==> src/rtl/gpio_irq_pkg.sv <==
package gpio_irq_pkg;
    localparam int ADDR_W = 6;

    localparam logic [ADDR_W-1:0] OFS_EDGE_SEL = 6'h00;
    localparam logic [ADDR_W-1:0] OFS_POLARITY = 6'h04;
    localparam logic [ADDR_W-1:0] OFS_ACK      = 6'h08;
    localparam logic [ADDR_W-1:0] OFS_ENABLE   = 6'h0C;
    localparam logic [ADDR_W-1:0] OFS_MSTAT    = 6'h10;
    localparam logic [ADDR_W-1:0] OFS_RSTAT    = 6'h14;
    localparam logic [ADDR_W-1:0] OFS_DEBOUNCE = 6'h18;
    localparam logic [ADDR_W-1:0] OFS_DATA     = 6'h20;
    localparam logic [ADDR_W-1:0] OFS_DIR      = 6'h24;
endpackage

==> src/rtl/gpio_in_cond.sv <==
module gpio_in_cond #(
    parameter int LINES        = 8,
    parameter int PRESCALE     = 4,
    parameter int STABLE_TICKS = 4
) (
    input  logic             clk,
    input  logic             rst_n,
    input  logic [LINES-1:0] pin_in,
    input  logic [LINES-1:0] deb_en,
    output logic [LINES-1:0] sync_val,
    output logic [LINES-1:0] line_val
);
    localparam int PRE_W = (PRESCALE > 1) ? $clog2(PRESCALE) : 1;
    localparam int CNT_W = (STABLE_TICKS > 1) ? $clog2(STABLE_TICKS) : 1;

    typedef struct packed {
        logic [LINES-1:0]            s1;
        logic [LINES-1:0]            s2;
        logic [LINES-1:0]            filt;
        logic [LINES-1:0][CNT_W-1:0] cnt;
        logic [PRE_W-1:0]            pre;
    } cond_t;

    cond_t st_d, st_q;
    logic  tick;

    always_comb begin
        st_d    = st_q;
        st_d.s1 = pin_in;
        st_d.s2 = st_q.s1;
        tick    = (st_q.pre == PRE_W'(PRESCALE - 1));
        st_d.pre = tick ? '0 : st_q.pre + 1'b1;
        if (tick) begin
            for (int i = 0; i < LINES; i++) begin
                if (st_q.s2[i] == st_q.filt[i]) begin
                    st_d.cnt[i] = '0;
                end else if (st_q.cnt[i] == CNT_W'(STABLE_TICKS - 1)) begin
                    st_d.filt[i] = st_q.s2[i];
                    st_d.cnt[i]  = '0;
                end else begin
                    st_d.cnt[i] = st_q.cnt[i] + 1'b1;
                end
            end
        end
    end

    always_ff @(posedge clk or negedge rst_n) begin
        if (!rst_n) st_q <= '0;
        else        st_q <= st_d;
    end

    assign sync_val = st_q.s2;

    for (genvar g = 0; g < LINES; g++) begin : g_sel
        assign line_val[g] = deb_en[g] ? st_q.filt[g] : st_q.s2[g];
    end

    // the filtered value only moves on a prescaler tick
    a_r9_filter_on_tick: assert property (@(posedge clk) disable iff (!rst_n)
        !$stable(st_q.filt) |-> $past(tick));
endmodule

==> src/rtl/gpio_irq_detect.sv <==
module gpio_irq_detect #(
    parameter int LINES = 8
) (
    input  logic             clk,
    input  logic             rst_n,
    input  logic [LINES-1:0] line_val,
    input  logic [LINES-1:0] edge_sel,
    input  logic [LINES-1:0] polarity,
    input  logic [LINES-1:0] enable,
    input  logic             ack_we,
    input  logic [LINES-1:0] ack_mask,
    output logic [LINES-1:0] raw_stat,
    output logic [LINES-1:0] mask_stat
);
    typedef struct packed {
        logic [LINES-1:0] prev;
        logic [LINES-1:0] latch;
    } det_t;

    det_t             st_d, st_q;
    logic [LINES-1:0] rise, fall, hit, clr;

    always_comb begin
        st_d      = st_q;
        rise      = line_val & ~st_q.prev;
        fall      = ~line_val & st_q.prev;
        hit       = edge_sel & enable & ((polarity & rise) | (~polarity & fall));
        clr       = ack_we ? ack_mask : '0;
        st_d.prev = line_val;
        st_d.latch = ((st_q.latch & ~clr) | hit) & edge_sel;
    end

    always_ff @(posedge clk or negedge rst_n) begin
        if (!rst_n) st_q <= '0;
        else        st_q <= st_d;
    end

    assign raw_stat  = (edge_sel & st_q.latch) | (~edge_sel & ~(line_val ^ polarity));
    assign mask_stat = raw_stat & enable;

    // a newly latched edge requires the line to have been enabled
    a_r8_no_latch_when_disabled: assert property (@(posedge clk) disable iff (!rst_n)
        (st_q.latch & ~$past(st_q.latch) & ~$past(enable)) == '0);

    // acknowledged bits without a coincident edge end up cleared
    a_r6_ack_clears: assert property (@(posedge clk) disable iff (!rst_n)
        ack_we |=> ((st_q.latch & $past(ack_mask & ~hit)) == '0));
endmodule

==> src/rtl/gpio_regfile.sv <==
module gpio_regfile
    import gpio_irq_pkg::*;
#(
    parameter int LINES = 8
) (
    input  logic              clk,
    input  logic              rst_n,
    input  logic [ADDR_W-1:0] bus_addr,
    input  logic              bus_wr,
    input  logic              bus_rd,
    input  logic [LINES-1:0]  bus_wdata,
    output logic [LINES-1:0]  bus_rdata,
    input  logic [LINES-1:0]  sync_val,
    input  logic [LINES-1:0]  raw_stat,
    input  logic [LINES-1:0]  mask_stat,
    output logic [LINES-1:0]  edge_sel,
    output logic [LINES-1:0]  polarity,
    output logic [LINES-1:0]  enable,
    output logic [LINES-1:0]  deb_en,
    output logic [LINES-1:0]  dout,
    output logic [LINES-1:0]  dir,
    output logic              ack_we,
    output logic [LINES-1:0]  ack_mask
);
    typedef struct packed {
        logic [LINES-1:0] edge_sel;
        logic [LINES-1:0] polarity;
        logic [LINES-1:0] enable;
        logic [LINES-1:0] deb_en;
        logic [LINES-1:0] dout;
        logic [LINES-1:0] dir;
        logic [LINES-1:0] rdata;
    } regs_t;

    regs_t st_d, st_q;

    always_comb begin
        st_d     = st_q;
        ack_we   = 1'b0;
        ack_mask = '0;
        if (bus_wr) begin
            case (bus_addr)
                OFS_EDGE_SEL: st_d.edge_sel = bus_wdata;
                OFS_POLARITY: st_d.polarity = bus_wdata;
                OFS_ENABLE:   st_d.enable   = bus_wdata;
                OFS_DEBOUNCE: st_d.deb_en   = bus_wdata;
                OFS_DATA:     st_d.dout     = bus_wdata;
                OFS_DIR:      st_d.dir      = bus_wdata;
                OFS_ACK: begin
                    ack_we   = 1'b1;
                    ack_mask = bus_wdata;
                end
                default: ;
            endcase
        end
        if (bus_rd) begin
            case (bus_addr)
                OFS_EDGE_SEL: st_d.rdata = st_q.edge_sel;
                OFS_POLARITY: st_d.rdata = st_q.polarity;
                OFS_ENABLE:   st_d.rdata = st_q.enable;
                OFS_DEBOUNCE: st_d.rdata = st_q.deb_en;
                OFS_MSTAT:    st_d.rdata = mask_stat;
                OFS_RSTAT:    st_d.rdata = raw_stat;
                OFS_DATA:     st_d.rdata = (st_q.dout & st_q.dir) | (sync_val & ~st_q.dir);
                OFS_DIR:      st_d.rdata = st_q.dir;
                default:      st_d.rdata = '0;
            endcase
        end
    end

    always_ff @(posedge clk or negedge rst_n) begin
        if (!rst_n) st_q <= '0;
        else        st_q <= st_d;
    end

    assign edge_sel  = st_q.edge_sel;
    assign polarity  = st_q.polarity;
    assign enable    = st_q.enable;
    assign deb_en    = st_q.deb_en;
    assign dout      = st_q.dout;
    assign dir       = st_q.dir;
    assign bus_rdata = st_q.rdata;

    // the output latch holds unless the data offset is written
    a_r3_dout_hold: assert property (@(posedge clk) disable iff (!rst_n)
        !(bus_wr && bus_addr == OFS_DATA) |=> $stable(st_q.dout));

    // configuration holds when no write strobe is present
    a_r2_cfg_hold: assert property (@(posedge clk) disable iff (!rst_n)
        !bus_wr |=> ($stable(st_q.enable) && $stable(st_q.edge_sel) && $stable(st_q.polarity)));
endmodule

==> src/rtl/gpio_irq_bank.sv <==
module gpio_irq_bank
    import gpio_irq_pkg::*;
#(
    parameter int LINES        = 8,
    parameter int PRESCALE     = 4,
    parameter int STABLE_TICKS = 4
) (
    input  logic              clk,
    input  logic              rst_n,
    input  logic [ADDR_W-1:0] bus_addr,
    input  logic              bus_wr,
    input  logic              bus_rd,
    input  logic [LINES-1:0]  bus_wdata,
    output logic [LINES-1:0]  bus_rdata,
    input  logic [LINES-1:0]  pin_in,
    output logic [LINES-1:0]  pin_out,
    output logic [LINES-1:0]  pin_oe,
    output logic              irq
);
    logic [LINES-1:0] sync_val, line_val, raw_stat, mask_stat;
    logic [LINES-1:0] edge_sel, polarity, enable, deb_en, dout, dir, ack_mask;
    logic             ack_we;

    gpio_in_cond #(
        .LINES(LINES), .PRESCALE(PRESCALE), .STABLE_TICKS(STABLE_TICKS)
    ) u_cond (
        .clk(clk), .rst_n(rst_n), .pin_in(pin_in), .deb_en(deb_en),
        .sync_val(sync_val), .line_val(line_val)
    );

    gpio_irq_detect #(.LINES(LINES)) u_detect (
        .clk(clk), .rst_n(rst_n), .line_val(line_val),
        .edge_sel(edge_sel), .polarity(polarity), .enable(enable),
        .ack_we(ack_we), .ack_mask(ack_mask),
        .raw_stat(raw_stat), .mask_stat(mask_stat)
    );

    gpio_regfile #(.LINES(LINES)) u_regs (
        .clk(clk), .rst_n(rst_n), .bus_addr(bus_addr), .bus_wr(bus_wr),
        .bus_rd(bus_rd), .bus_wdata(bus_wdata), .bus_rdata(bus_rdata),
        .sync_val(sync_val), .raw_stat(raw_stat), .mask_stat(mask_stat),
        .edge_sel(edge_sel), .polarity(polarity), .enable(enable),
        .deb_en(deb_en), .dout(dout), .dir(dir),
        .ack_we(ack_we), .ack_mask(ack_mask)
    );

    assign irq     = |mask_stat;
    assign pin_out = dout;
    assign pin_oe  = dir;

    // the interrupt can only be high when some line is enabled
    a_r7_irq_needs_enable: assert property (@(posedge clk) disable iff (!rst_n)
        irq |-> (enable != '0));

    // outputs start from the reset state
    a_r1_reset_outputs: assert property (@(posedge clk) disable iff (!rst_n)
        $rose(rst_n) |-> (pin_oe == '0 && !irq));
endmodule

==> config.mk <==
export PLATFORM = sky130hd
export DESIGN_NAME = gpio_irq_bank
export DESIGN_NICKNAME = d
export VERILOG_FILES = /design/src/rtl/gpio_irq_pkg.sv /design/src/rtl/gpio_in_cond.sv /design/src/rtl/gpio_irq_detect.sv /design/src/rtl/gpio_regfile.sv /design/src/rtl/gpio_irq_bank.sv
export SDC_FILE = /design/constraint.sdc
export NUM_CORES = 1
export LEC_CHECK = 0
export ABC_AREA = 0
export BUFFER_PORTS_ARGS = -buffer_cell sky130_fd_sc_hd__buf_4
export CAP_MARGIN = 20
export CORE_ASPECT_RATIO = 0.75
export CORE_UTILIZATION = 38
export DETAILED_ROUTE_END_ITERATION = 10
export PLACE_DENSITY = 0.55
export SLEW_MARGIN = 20
export SYNTH_ARGS = -nofsm -noshare
export SYNTH_HDL_FRONTEND = slang
export SYNTH_HIERARCHICAL = 1
export SYNTH_SLANG_ARGS = --single-unit
==> constraint.sdc <==
create_clock -name clk -period 1.6 [get_ports clk]
set_input_delay 0.32 -clock clk [delete_from_list [all_inputs] [get_ports clk]]
set_output_delay 0.32 -clock clk [all_outputs]
set_load 0.01 [all_outputs]
==> reports/results.tsv <==
stage	metric	value	unit
clock_tree	H-tree depth	4	
cells_and_area	end-of-flow core utilization	0.5435	
grt	first-pass GRT wire length	23230	um
routing	drt first-iter violations	241	
synthesis	Synthesis Warnings	6	
synthesis	EDFF count, synth	0	
sta	RSZ-0062 raised after global routing	true	
floorplan	initial core utilization	0.3946	
pwr	Comb pwr share	0.232	
setup_path	CP max stage cell	dfrtp_1	
routing	drt pass-1 iters	5	
synthesis	post-synthesis sequential area ratio	0.4921	
floorplan	area of the die	0.01576	sq mm
setup_path	max incr delay on CP	400	ps
setup_path	Setup CP Type	reg2out	
pwr	sw frac	0.2626	
clock_tree	Max clock buf depth	2	
min_path	hold crit path type	in2reg	
pwr	power density over the cells	1268	mW/mm^2
pwr	Peak VDD IR	0.6511	mV
outcome	failing checks	setup timing	
synthesis	syn_area_per_cell	11.41	sq um
pwr	reported net switching power	0.002659	W
sta	Max Fclk	437.1	MHz
clock_tree	CTS buffer count	17	
synthesis	Synth Register Bits	114	
pwr	proportion of power drawn by flip-flops and latches	0.366	
clock_tree	Sink Count	114	
setup_path	CP startpoint kind	register	
floorplan	CORE AREA	0.01469	sq mm
floorplan	die height	109.0	um
cells_and_area	ANT cells	0	
synthesis	syn nets	543	
place	number of port buffers	50	
floorplan	Die Width	144.6	um
setup_path	Worst R2R Start	u_regs/deb_en[3]	
routing	number of remaining DRC errors	0	
grt	initial antenna violation count	0	
sta	Max Clock Skew	9.223	ps
cells_and_area	share of cells above drive strength 1	0.4448	
grt	GRT Resource Usage Total	0.2010	
cells_and_area	P&R area growth vs syn	37.75	%
sta	Hold Vio Cnt, Final	0	
grt	gr ovfl total	0	
sta	minimum period implied by the final worst setup slack	2288	ps
synthesis	Post-Syn Area	0.005797	sq mm
place	Setup WS pre-CTS	-453.8	ps
setup_path	CP Capture Type	output port	
cells_and_area	nets	674	
clock_tree	clock insertion delay at the later pin of the skew report	410	ps
pwr	Clk pwr share	0.402	
sta	pins over their slew limit	0	
min_path	Worst Hold End	u_cond/st_d[30]	
place	post-detail-place hpwl	9752	um
floorplan	I/O Pins	51	
routing	total number of vias	4287	
sta	Worst-Margin Slew	461.7	ps
sta	final setup TNS	-1358	ps
cells_and_area	Fillers	1274	
grt	largest net degree at the start of global routing	83	
clock_tree	CTS tree	built	
clock_tree	CTS clk-pin slew, worst paths	50	ps
setup_path	crit-path cells	mux2_4, xor2_2, a211oi_2, nor4_2, nand2_1, buf_6	
setup_path	RR Endpoint	u_regs/bus_rdata[3]	
synthesis	Post-Syn Instances	508	
setup_path	Worst R2R Path Depth	6	
pwr	internal power	0.007466	W
setup_path	Worst EP arrival	1970	ps
routing	Via density	5.032	
sta	fin crit share	1.430	
place	Placer Congestion	0.8570	
place	placed instance area	0.007124	sq mm
synthesis	FFs w/ async S/R, synth	1.000	
outcome	status	finished with violations	
sta	Slew HR	0.6922	
synthesis	most common flop cell mapped by yosys	dfrtp_1	
grt	number of global-route vias before repair	4339	
min_path	critical hold path startpoint	pin_in[4]	
pwr	Pleak	3.567	nW
routing	final wirelength	14340	um
sta	Worst Setup Slack, final	-688.0	ps
setup_path	Worst EP required	1280	ps
sta	setup violators final	9	
sta	Min Hold Slack	17.15	ps
routing	drt wl/cell	16.83	um
min_path	WHS Path Cells	1	
flow_run	max-cap violation count	0	
clock_tree	CTS root buf	clkbuf_16	
setup_path	CP max FO	2	
setup_path	reg2reg setup slack	-160	ps
floorplan	row count	38	
cells_and_area	fin area	0.007985	sq mm
routing	Final ANT Viol Nets	0	
synthesis	Yosys cell types	41	
cells by family (layout without fill, tap and decap cells):
group | count (synthesis) | in the layout | share of synthesized area
compound gates | 115 | 115 | 0.1314
simple gates | 115 | 115 | 0.1304
flops | 114 | 114 | 0.4921
mux | 80 | 80 | 0.1554
buf+inv | 59 | 203 | 0.04705
xor+xnor | 16 | 16 | 0.02418
fa+ha+maj | 9 | 9 | 0.01943
sequential cells by signal (all words and copies together), names as in the netlist:
signal,cells
u_cond/st_d,8
u_regs/bus_rdata,8
u_regs/edge_sel,8
u_cond/st_q,26
u_regs/enable,8
u_cond/sync_val,8
u_regs/dout,8
u_regs/deb_en,8
u_regs/polarity,8
u_detect/st_q,16
u_regs/dir,8
cell usage after synthesis (all sizes together) (3+ instances only):
master / instances / area share
a21bo: 8 / 0.014
a211oi: 8 / 0.017
o21ai: 32 / 0.028
xor2: 8 / 0.012
nand4bb: 8 / 0.016
dfrtp: 114 / 0.49
nor4: 3 / 0.0043
nand4b: 8 / 0.012
nor2: 12 / 0.0095
o22ai: 16 / 0.023
a21oi: 32 / 0.028
nand2b: 17 / 0.018
mux2: 80 / 0.16
or3b: 9 / 0.014
and2: 8 / 0.0086
nand2: 26 / 0.017
clkbuf: 9 / 0.0058
inv: 32 / 0.021
a31oi: 16 / 0.017
ha: 9 / 0.019
nor2b: 16 / 0.017
xnor2: 8 / 0.012
buf: 18 / 0.021
worst max-delay path: cells and delay by family, from the launching register on:
family | cells | cell delay, ps
simple gates | 2 | 430
flops | 1 | 400
mux | 1 | 330
xor+xnor | 1 | 160
buf+inv | 1 | 140
compound gates | 1 | 110
routing by layer:
layer	global-route usage	vias to the layer above	wire, um
met1	0.2694	2123	6576
met2	0.3146	80	6760
met5	0	-	0
met4	0.07970	0	303
li1	-	2063	-
met3	0.04699	21	694
worst max-delay path by stage:
stage | start | cells after the start | endpoint
global route | u_regs/deb_en[1] | 6 | irq
CTS | u_regs/deb_en[2] | 6 | irq
detailed placement | u_regs/deb_en[3] | 7 | irq
finish | u_regs/deb_en[2] | 6 | irq
global placement | u_regs/deb_en[2] | 7 | irq
floorplan | bus_addr[1] | 3 | u_regs/polarity[0]
through the flow:
step | total power, W | cells
6_report | 0.01013 | 852
5_1_grt | 0.01066 | 852
4_1_cts | 0.01022 | 856
3_5_place_dp | 0.005886 | 813
3_3_place_gp | 0.005797 | 813
2_1_floorplan | 0.004948 | 508
power groups by stage:
stage          Sequential [W]  Combinational, W  Clock (W)
5_1_grt               0.00378           0.00259    0.00430
6_report              0.00371           0.00235    0.00407
4_1_cts               0.00370           0.00237    0.00415
3_5_place_dp          0.00374           0.00215          0
2_1_floorplan         0.00374           0.00121          0
3_3_place_gp          0.00372           0.00208          0
cell usage in the layout, fill, tap and decap left out, drive strengths merged, types with 12 or more instances in the layout:
master | netlist | routed
buf | 18 | 138
dfrtp | 114 | 114
mux2 | 80 | 80
inv | 32 | 32
a21oi | 32 | 32
o21ai | 32 | 32
nand2 | 26 | 26
clkbuf | 9 | 23
nand2b | 17 | 17
nor2b | 16 | 16
a31oi | 16 | 16
o22ai | 16 | 16
nor2 | 12 | 12
cell type report:
class | count | area (sq um) | share of cell area
Multi-Input combinational cell | 335 | 2957 | 0.3703
Sequential cell | 114 | 2853 | 0.3573
Timing Repair Buffer | 139 | 1166 | 0.1460
Clock buffer | 23 | 488.0 | 0.06111
Tap cell | 200 | 250.2 | 0.03134
Clock inverter | 9 | 151.4 | 0.01896
Inverter | 32 | 120.1 | 0.01504
what timing repair did:
item                       CTS  global route
hold endpoints to repair   114             0
resized for setup           30            10
hold buffers                 1             0
setup endpoints to repair    9             9
setup buffers               11             1
pin swaps                   15            12
No activity file was read; power rests on OpenSTA's default activity.
